<file path="src/rtl/mac_err_pkg.sv">
`timescale 1ns/1ps
package mac_err_pkg;
  localparam int EVT_W   = 14;
  localparam int STAT_W  = EVT_W + 1;
  localparam int SUM_BIT = EVT_W;
  localparam int CNT_N   = 4;
  localparam int RADDR_W = 3;

  localparam logic [EVT_W-1:0] STICKY_MASK = 14'h003F;
  localparam logic [EVT_W-1:0] W1C_MASK    = ~STICKY_MASK;
  localparam logic [EVT_W-1:0] FRAME_MASK  = 14'h3F80;

  typedef enum logic [RADDR_W-1:0] {
    RA_STATUS = 3'd0,
    RA_MISSED = 3'd1,
    RA_COLL   = 3'd2,
    RA_FCS    = 3'd3,
    RA_ALIGN  = 3'd4
  } rd_addr_e;

  function automatic int cnt_src(input int idx);
    case (idx)
      0:       cnt_src = 7;
      1:       cnt_src = 8;
      2:       cnt_src = 9;
      default: cnt_src = 13;
    endcase
  endfunction
endpackage

</file>
<file path="src/rtl/mac_err_sat_cnt.sv">
`timescale 1ns/1ps
module mac_err_sat_cnt #(
  parameter int W = 8
) (
  input  logic         clk,
  input  logic         rst_n,
  input  logic         inc_i,
  output logic [W-1:0] count_o
);
  localparam logic [W-1:0] MAX = {W{1'b1}};

  logic [W-1:0] cnt_q;

  always_ff @(posedge clk) begin
    if (!rst_n)                    cnt_q <= '0;
    else if (inc_i && cnt_q != MAX) cnt_q <= cnt_q + 1'b1;
  end

  assign count_o = cnt_q;

  assert_count_step_R8: assert property (@(posedge clk) disable iff (!rst_n)
    (inc_i && cnt_q != MAX) |=> (cnt_q == W'($past(cnt_q) + 1'b1)))
    else $error("counter did not step");

  assert_count_idle_R8: assert property (@(posedge clk) disable iff (!rst_n)
    !inc_i |=> $stable(cnt_q))
    else $error("counter moved without a strobe");

  assert_no_overflow_R9: assert property (@(posedge clk) disable iff (!rst_n)
    (cnt_q == MAX) |=> (cnt_q == MAX))
    else $error("counter wrapped");
endmodule

</file>
<file path="src/rtl/mac_err_status_reg.sv">
`timescale 1ns/1ps
module mac_err_status_reg
  import mac_err_pkg::*;
(
  input  logic              clk,
  input  logic              rst_n,
  input  logic [EVT_W-1:0]  evt_i,
  input  logic              clr_we_i,
  input  logic [EVT_W-1:0]  clr_mask_i,
  output logic [STAT_W-1:0] status_o,
  output logic              reset_needed_o
);
  logic [EVT_W-1:0] bits_q, bits_d, clr_eff;
  logic             sum_q, fault_q;

  always_comb begin
    clr_eff = clr_we_i ? (clr_mask_i & W1C_MASK) : '0;
    bits_d  = (bits_q & ~clr_eff) | evt_i;
  end

  always_ff @(posedge clk) begin
    if (!rst_n) begin
      bits_q  <= '0;
      sum_q   <= 1'b0;
      fault_q <= 1'b0;
    end else begin
      bits_q  <= bits_d;
      sum_q   <= |(bits_d & FRAME_MASK);
      fault_q <= fault_q | (|(evt_i & STICKY_MASK));
    end
  end

  assign status_o       = {sum_q, bits_q};
  assign reset_needed_o = fault_q;

  assert_set_R2: assert property (@(posedge clk) disable iff (!rst_n)
    (evt_i != '0) |=> ((bits_q & $past(evt_i)) == $past(evt_i)))
    else $error("strobe lost");

  assert_sticky_hold_R3: assert property (@(posedge clk) disable iff (!rst_n)
    ((bits_q & STICKY_MASK) != '0) |=>
      ((bits_q & $past(bits_q) & STICKY_MASK) == ($past(bits_q) & STICKY_MASK)))
    else $error("sticky bit cleared");

  assert_clear_R4: assert property (@(posedge clk) disable iff (!rst_n)
    clr_we_i |=> ((bits_q & $past(clr_mask_i & ~evt_i) & W1C_MASK) == '0))
    else $error("clearable bit stayed set");

  assert_summary_R6: assert property (@(posedge clk) disable iff (!rst_n)
    sum_q == (|(bits_q & FRAME_MASK)))
    else $error("summary mismatch");

  assert_fault_R7: assert property (@(posedge clk) disable iff (!rst_n)
    fault_q == (|(bits_q & STICKY_MASK)))
    else $error("reset-needed mismatch");
endmodule

</file>
<file path="src/rtl/mac_err_rdport.sv">
`timescale 1ns/1ps
module mac_err_rdport
  import mac_err_pkg::*;
#(
  parameter int CNT_W  = 8,
  parameter int DATA_W = 32
) (
  input  logic                   clk,
  input  logic                   rst_n,
  input  logic                   rd_en_i,
  input  logic [RADDR_W-1:0]     rd_addr_i,
  input  logic [STAT_W-1:0]      status_i,
  input  logic [CNT_N*CNT_W-1:0] cnt_i,
  output logic [DATA_W-1:0]      rd_data_o,
  output logic                   rd_valid_o
);
  logic [DATA_W-1:0] sel;

  always_comb begin
    sel = '0;
    case (rd_addr_i)
      RA_STATUS: sel = DATA_W'(status_i);
      RA_MISSED: sel = DATA_W'(cnt_i[0*CNT_W +: CNT_W]);
      RA_COLL:   sel = DATA_W'(cnt_i[1*CNT_W +: CNT_W]);
      RA_FCS:    sel = DATA_W'(cnt_i[2*CNT_W +: CNT_W]);
      RA_ALIGN:  sel = DATA_W'(cnt_i[3*CNT_W +: CNT_W]);
      default:   sel = '0;
    endcase
  end

  always_ff @(posedge clk) begin
    if (!rst_n) begin
      rd_data_o  <= '0;
      rd_valid_o <= 1'b0;
    end else begin
      rd_valid_o <= rd_en_i;
      if (rd_en_i) rd_data_o <= sel;
    end
  end

  assert_rd_valid_R10: assert property (@(posedge clk) disable iff (!rst_n)
    rd_en_i |=> rd_valid_o)
    else $error("read not answered");

  assert_rd_idle_R10: assert property (@(posedge clk) disable iff (!rst_n)
    !rd_en_i |=> !rd_valid_o)
    else $error("spurious read valid");
endmodule

</file>
<file path="src/rtl/mac_err_status.sv">
`timescale 1ns/1ps
module mac_err_status
  import mac_err_pkg::*;
#(
  parameter int CNT_W  = 8,
  parameter int DATA_W = 32
) (
  input  logic                   clk,
  input  logic                   rst_n,
  input  logic [EVT_W-1:0]       evt_i,
  input  logic                   clr_we_i,
  input  logic [EVT_W-1:0]       clr_mask_i,
  input  logic                   rd_en_i,
  input  logic [RADDR_W-1:0]     rd_addr_i,
  output logic [DATA_W-1:0]      rd_data_o,
  output logic                   rd_valid_o,
  output logic [STAT_W-1:0]      status_o,
  output logic [CNT_N*CNT_W-1:0] cnt_o,
  output logic                   reset_needed_o
);
  mac_err_status_reg u_status (
    .clk            (clk),
    .rst_n          (rst_n),
    .evt_i          (evt_i),
    .clr_we_i       (clr_we_i),
    .clr_mask_i     (clr_mask_i),
    .status_o       (status_o),
    .reset_needed_o (reset_needed_o)
  );

  for (genvar g = 0; g < CNT_N; g++) begin : g_cnt
    mac_err_sat_cnt #(.W(CNT_W)) u_cnt (
      .clk     (clk),
      .rst_n   (rst_n),
      .inc_i   (evt_i[cnt_src(g)]),
      .count_o (cnt_o[g*CNT_W +: CNT_W])
    );
  end

  mac_err_rdport #(.CNT_W(CNT_W), .DATA_W(DATA_W)) u_rd (
    .clk        (clk),
    .rst_n      (rst_n),
    .rd_en_i    (rd_en_i),
    .rd_addr_i  (rd_addr_i),
    .status_i   (status_o),
    .cnt_i      (cnt_o),
    .rd_data_o  (rd_data_o),
    .rd_valid_o (rd_valid_o)
  );
endmodule

</file>
<file path="config.mk">
export PLATFORM = sky130hd
export DESIGN_NAME = mac_err_status
export DESIGN_NICKNAME = d
export VERILOG_FILES = /design/src/rtl/mac_err_pkg.sv /design/src/rtl/mac_err_sat_cnt.sv /design/src/rtl/mac_err_status_reg.sv /design/src/rtl/mac_err_rdport.sv /design/src/rtl/mac_err_status.sv
export SDC_FILE = /design/constraint.sdc
export NUM_CORES = 1
export LEC_CHECK = 0
export BUFFER_PORTS_ARGS = -buffer_cell sky130_fd_sc_hd__clkbuf_2
export CAP_MARGIN = 10
export CELL_PAD_IN_SITES_DETAIL_PLACEMENT = 0
export CELL_PAD_IN_SITES_GLOBAL_PLACEMENT = 1
export CORE_ASPECT_RATIO = 2
export CORE_MARGIN = 4
export CORE_UTILIZATION = 33
export CTS_BUF_LIST = sky130_fd_sc_hd__clkbuf_8
export DETAILED_ROUTE_END_ITERATION = 16
export PLACE_DENSITY_LB_ADDON = 0.1
export SYNTH_ARGS = -nofsm -noshare
export SYNTH_HDL_FRONTEND = slang
export SYNTH_SLANG_ARGS = --single-unit
</file>
<file path="constraint.sdc">
create_clock -name clk -period 1.7 [get_ports clk]
set_clock_uncertainty 0.15 [all_clocks]
set_input_delay 0.17 -clock clk [delete_from_list [all_inputs] [get_ports clk]]
set_output_delay 0.17 -clock clk [all_outputs]
set_load 0.005 [all_outputs]
</file>
== Word level (Yosys, flattened, before mapping) ==
Cells that the tools add are included.
W data, S select, Z words.

* Bits in registers: 81
* Output and inout bits: 81

* Add/sub/neg operators: 4
* Equality and inequality tests: 8
* Multiplexer cells: 2
* Bitwise logic cells: 4
* Reductions and logical operators: 7

{| class="wikitable"
|+ Operator list
! cell !! count
|-
| $pmux W15 S5 || 1
|-
| $add A8 B1 Y8 const B || 4
|-
| $ne A8 B8 Y1 const B || 4
|-
| $and A14 B14 Y14 || 1
|-
| $mux W14 || 1
|-
| $not A14 Y14 || 1
|-
| $or A14 B14 Y14 || 1
|-
| $reduce_or A7 Y1 || 1
|-
| $eq A3 B2 Y1 const B || 2
|-
| $reduce_or A6 Y1 || 1
|-
| $logic_and A1 B1 Y1 || 4
|-
| $eq A3 B1 Y1 const B || 1
|-
| $eq A3 B3 Y1 const B || 1
|-
| $logic_not A3 Y1 || 1
|-
| $or A1 B1 Y1 || 1
|}

== Depth between registers and ports, before layout ==
* Depth after elaboration: 5
* Gate-level depth with buffers: 6
* Mapped depth without buffers: 5

== By module ==
From an unflattened synthesis, not the netlist that was laid out.

* Cells, all modules: 384
* Area total of the unflattened synthesis: 3,355.7 um^2

{| class="wikitable"
|+ By module, submodules not included
! module !! instances !! cells each !! area each (um^2) !! sequential area each (um^2)
|-
| mac_err_sat_cnt || 4 || 47 || 404.1 || 160.2
|-
| mac_err_rdport || 1 || 134 || 1,196.1 || 320.3
|-
| mac_err_status_reg || 1 || 62 || 543.0 || 320.3
|}

== Least setup slack after synthesis ==
No wires, ideal clock.

* Path kind: reg2reg
* From: reg g_cnt[1].u_cnt.cnt_q[0]
* To: reg g_cnt[1].u_cnt.cnt_q[7]
* Data arrival time: 1.423 ns
* Data required time: 1.480 ns
* Slack: 0.056 ns
* Cell stages (with the launch flop): 6
* Clock period less this slack: 1.644 ns
* Path through: dfxtp_1 -> ha_1 -> inv_1 -> o31ai_4 -> or4_1 -> a21oi_1

* Word-level cells in the longest chain between the ends: 2
* Elaborated cells between the ends (all ways): 3
* Those cells by class: add/sub: 1; eq/ne: 1; reduce/logical: 1

{| class="wikitable"
|+ RTL lines
! what !! RTL line !! source
|-
| from (decl) || mac_err_sat_cnt.sv:12 || <nowiki>logic [W-1:0] cnt_q;</nowiki>
|-
| from (signal assigned) || mac_err_sat_cnt.sv:16 || <nowiki>else if (inc_i && cnt_q != MAX) cnt_q <= cnt_q + 1'b1;</nowiki>
|-
| parallel branches: the longest is 2 deep, another holds $add A8 B1 Y8 || - ||
|}

Several ways; the timed one is not identified.
A chain may end at the register's enable or synchronous reset.

== Worst setup path in the final report ==
* From: reg g_cnt[1].u_cnt.cnt_q[0]
* To: reg g_cnt[1].u_cnt.cnt_q[5]

The elaborated chain is that of the path after synthesis.

==> results.cfg <==
[status]
status = completed

[critical_path]
end_kind = register
r2r_slack_ns = 0.04
path_class = register to register
slowest_stage = or4_1
required_ns = 1.83
rr_worst_depth = 6
crit_chain = ha_2, inv_2, o31ai_4, buf_4, or4_1, a21oi_1
cp_slowest_stage_delay_ns = 0.47
critPathLaunchType = register
critPathMaxFanout = 5
reg2reg_from = g_cnt[1].u_cnt.count_o[0]
arrival_ns = 1.79
r2r-end = g_cnt[1].u_cnt.count_o[5]

[detailed_routing]
viasPerCell = 5.09
num_vias = 3143
drt_pass1_iterations = 5
drc = 0
wl_per_cell_um = 16.3
ant_nets = 0
routed_wl_um = 10100
drt_iter0_drc = 185

[finish]
finalInstanceArea_um2 = 4270
drive_above_1_share = 0.296
fin_nets = 548
area_growth_syn_to_layout_pct = 35.6
n_antenna_cell = 0
final_cells = 618

[pwr]
powerDensity_nw_per_um2 = 804
total_power_mw = 3.43
leakage_nw = 1.91
max-vdd-ir-drop_v = 0.000511

[logic_synthesis]
synth_top_area_frac = 0.407
synth.area.top_cells = dfxtp_1 41%, a21oi_1 6.4%, nor2_1 5.5%, buf_4 4.3%, mux2i_1 3.8%
yosysWarnings = 0
ys_top_cells_by_count = 64 x dfxtp_1, 46 x nor2_1, 40 x a21oi_1
syn_area_um2 = 3150
ys_ff_latch = 64
seq_area_frac_synth = 0.407
yosysMostFrequentCell = dfxtp_1
ys.flop_type = dfxtp_1
yosysUniqueCellTypes = 49
synth_mux_area_frac = 0.0381
synth_compound_gate_area_share = 0.185
async_reset_ff_frac = 0
synthAdderAreaFrac = 0.0159
yosys.area_share.simple = 0.253
avgSynthCellArea_um2 = 8.40
synth_top_area_cell = dfxtp_1
synth_top_family_by_area = simple AND/OR/NAND/NOR gates
synth_edf_count = 0
synth_xor_area_frac = 0.0222
syn_inst = 375

[global_route]
overflow = 0
antenna_found_initial = 0
grt_pass1_wl_um = 16300
grt_max_degree = 34
grt_use_total = 0.186
grt_pass1_vias = 3193

[clock_network]
clock_latency_ns = 0.35
tritoncts = built
cts.sinks = 64
htree_levels = 3
numCtsBuffers = 9
path_clk_slew_ns = 0.07
clockBufferDepth = 2
clockRootBuffer = clkbuf_8

[timing]
drv_slew = 0
setup_tns_ns = 0
setup_viol_count_final = 0
hold_ws_ns = 0.0372
fin_crit_sh = 0.974
finalHoldViolations = 0
grt_setup_unrepaired = no
period_minus_slack_ns = 1.66
fmax_mhz = 604

[floorplan]
dieArea_um2 = 11300
start_util = 0.338
pin_count = 116
die_h_um = 146
fp.dieW_um = 77.1
core-area_um2 = 9320
rows = 50

[hold_path]
min_path_type = input pin to register
min_to = u_status.bits_q[8]
min_from = clr_mask_i[8]
holdPathStages = 4

[placed_design]
globalplace.congestion = 0.822
dp_cells = 582
io_buffers = 92
dpl_cell_area_um2 = 3840
dpl.hpwl_um = 7730

[job]
maxCapViolCount = 0
[metal layers]
| layer | up-vias | track usage | share of wire |
|---|---|---|---|
| met5 | - | 0 | 0 |
| met4 | 0 | 0.0873 | 0.030 |
| met3 | 18 | 0.0568 | 0.056 |
| met2 | 92 | 0.356 | 0.56 |
| met1 | 1461 | 0.174 | 0.35 |
| li1 | 1572 | - | - |
[cell type report]
| type | count | area, um2 |
|---|---|---|
| fill | 962 | 5050 |
| multi-input combinational | 281 | 1690 |
| sequential | 64 | 1280 |
| timing repair buffer | 144 | 911 |
| clock buffer | 13 | 179 |
| tap | 104 | 130 |
| clock inverter | 3 | 38.8 |
| inverter | 9 | 33.8 |
[critical path: cells and delay by family, from the launching register on]
kind                     cells  cell delay, ns
AND/OR/NAND/NOR              1            0.47
AO/OA/AOI/OAI                2            0.22
flip-flops                   1            0.32
adder cells (fa/ha/maj)      1            0.20
buffers and inverters        2            0.23
[power breakdown]
| group | leakage (nW) | internal, mW | switching, mW |
|---|---|---|---|
| clock | 0.117 | 0.830 | 0.590 |
| sequential | 0.524 | 1.55 | 0.0408 |
| combinational | 1.27 | 0.198 | 0.223 |
| total | 1.91 | 2.58 | 0.854 |
[layout by cell type (no fill, tap or decap), drive strengths merged, types with 9 or more instances in the layout]
master / count
clkbuf: 105
dfxtp: 64
nor2: 46
a21oi: 40
buf: 33
nand2: 20
o21ai: 20
dlygate4sd3: 19
conb: 17
nand3: 17
nand3b: 16
mux2i: 12
inv: 10
nor2b: 9
nand2b: 9
[worst max path at each step]
stage | from | to | slack (ns) | cells past startpoint
2_1_floorplan | g_cnt[1].u_cnt.count_o[0] | g_cnt[1].u_cnt.count_o[7] | 0.06 | 5
3_3_place_gp | g_cnt[0].u_cnt.count_o[1] | g_cnt[0].u_cnt.count_o[0] | 0.07 | 5
3_5_place_dp | g_cnt[0].u_cnt.count_o[1] | g_cnt[0].u_cnt.count_o[0] | 0.04 | 5
4_1_cts | g_cnt[0].u_cnt.count_o[1] | g_cnt[0].u_cnt.count_o[2] | 0.02 | 5
5_1_grt | g_cnt[1].u_cnt.count_o[0] | g_cnt[1].u_cnt.count_o[5] | 0.005 | 6
6_report | g_cnt[1].u_cnt.count_o[0] | g_cnt[1].u_cnt.count_o[5] | 0.04 | 6
[sequential cells by signal (all words and copies together) (netlist names)]
signal / count
u_status.reset_needed_o: 1
g_cnt.u_cnt.count_o: 32
u_status.bits_q: 14
u_status.sum_q: 1
u_rd.rd_data_o: 15
u_rd.rd_valid_o: 1
[logic make-up after synthesis]
group	after synthesis
AND/OR/NAND/NOR	149
AO/OA/AOI/OAI	91
flip-flops	64
buffers and inverters	46
multiplexers	12
XOR/XNOR	8
adder cells (fa/ha/maj)	4
other	1
[per-stage QoR]
step           worst slack [ns]  utilization
5_1_grt                 0.00477        0.458
6_report                 0.0436        0.458
3_3_place_gp             0.0735        0.412
4_1_cts                  0.0247        0.456
2_1_floorplan            0.0564            -
3_5_place_dp             0.0403        0.412
[repair_timing]
item                                    4_1_cts  5_1_grt
buffers inserted                              0        1
hold buffers                                 19        0
endpoints found under the setup margin        0        6
gates resized for setup                       0        5
endpoints found under the hold margin        15        0
Note: power is estimated with default switching activity, not from simulation.
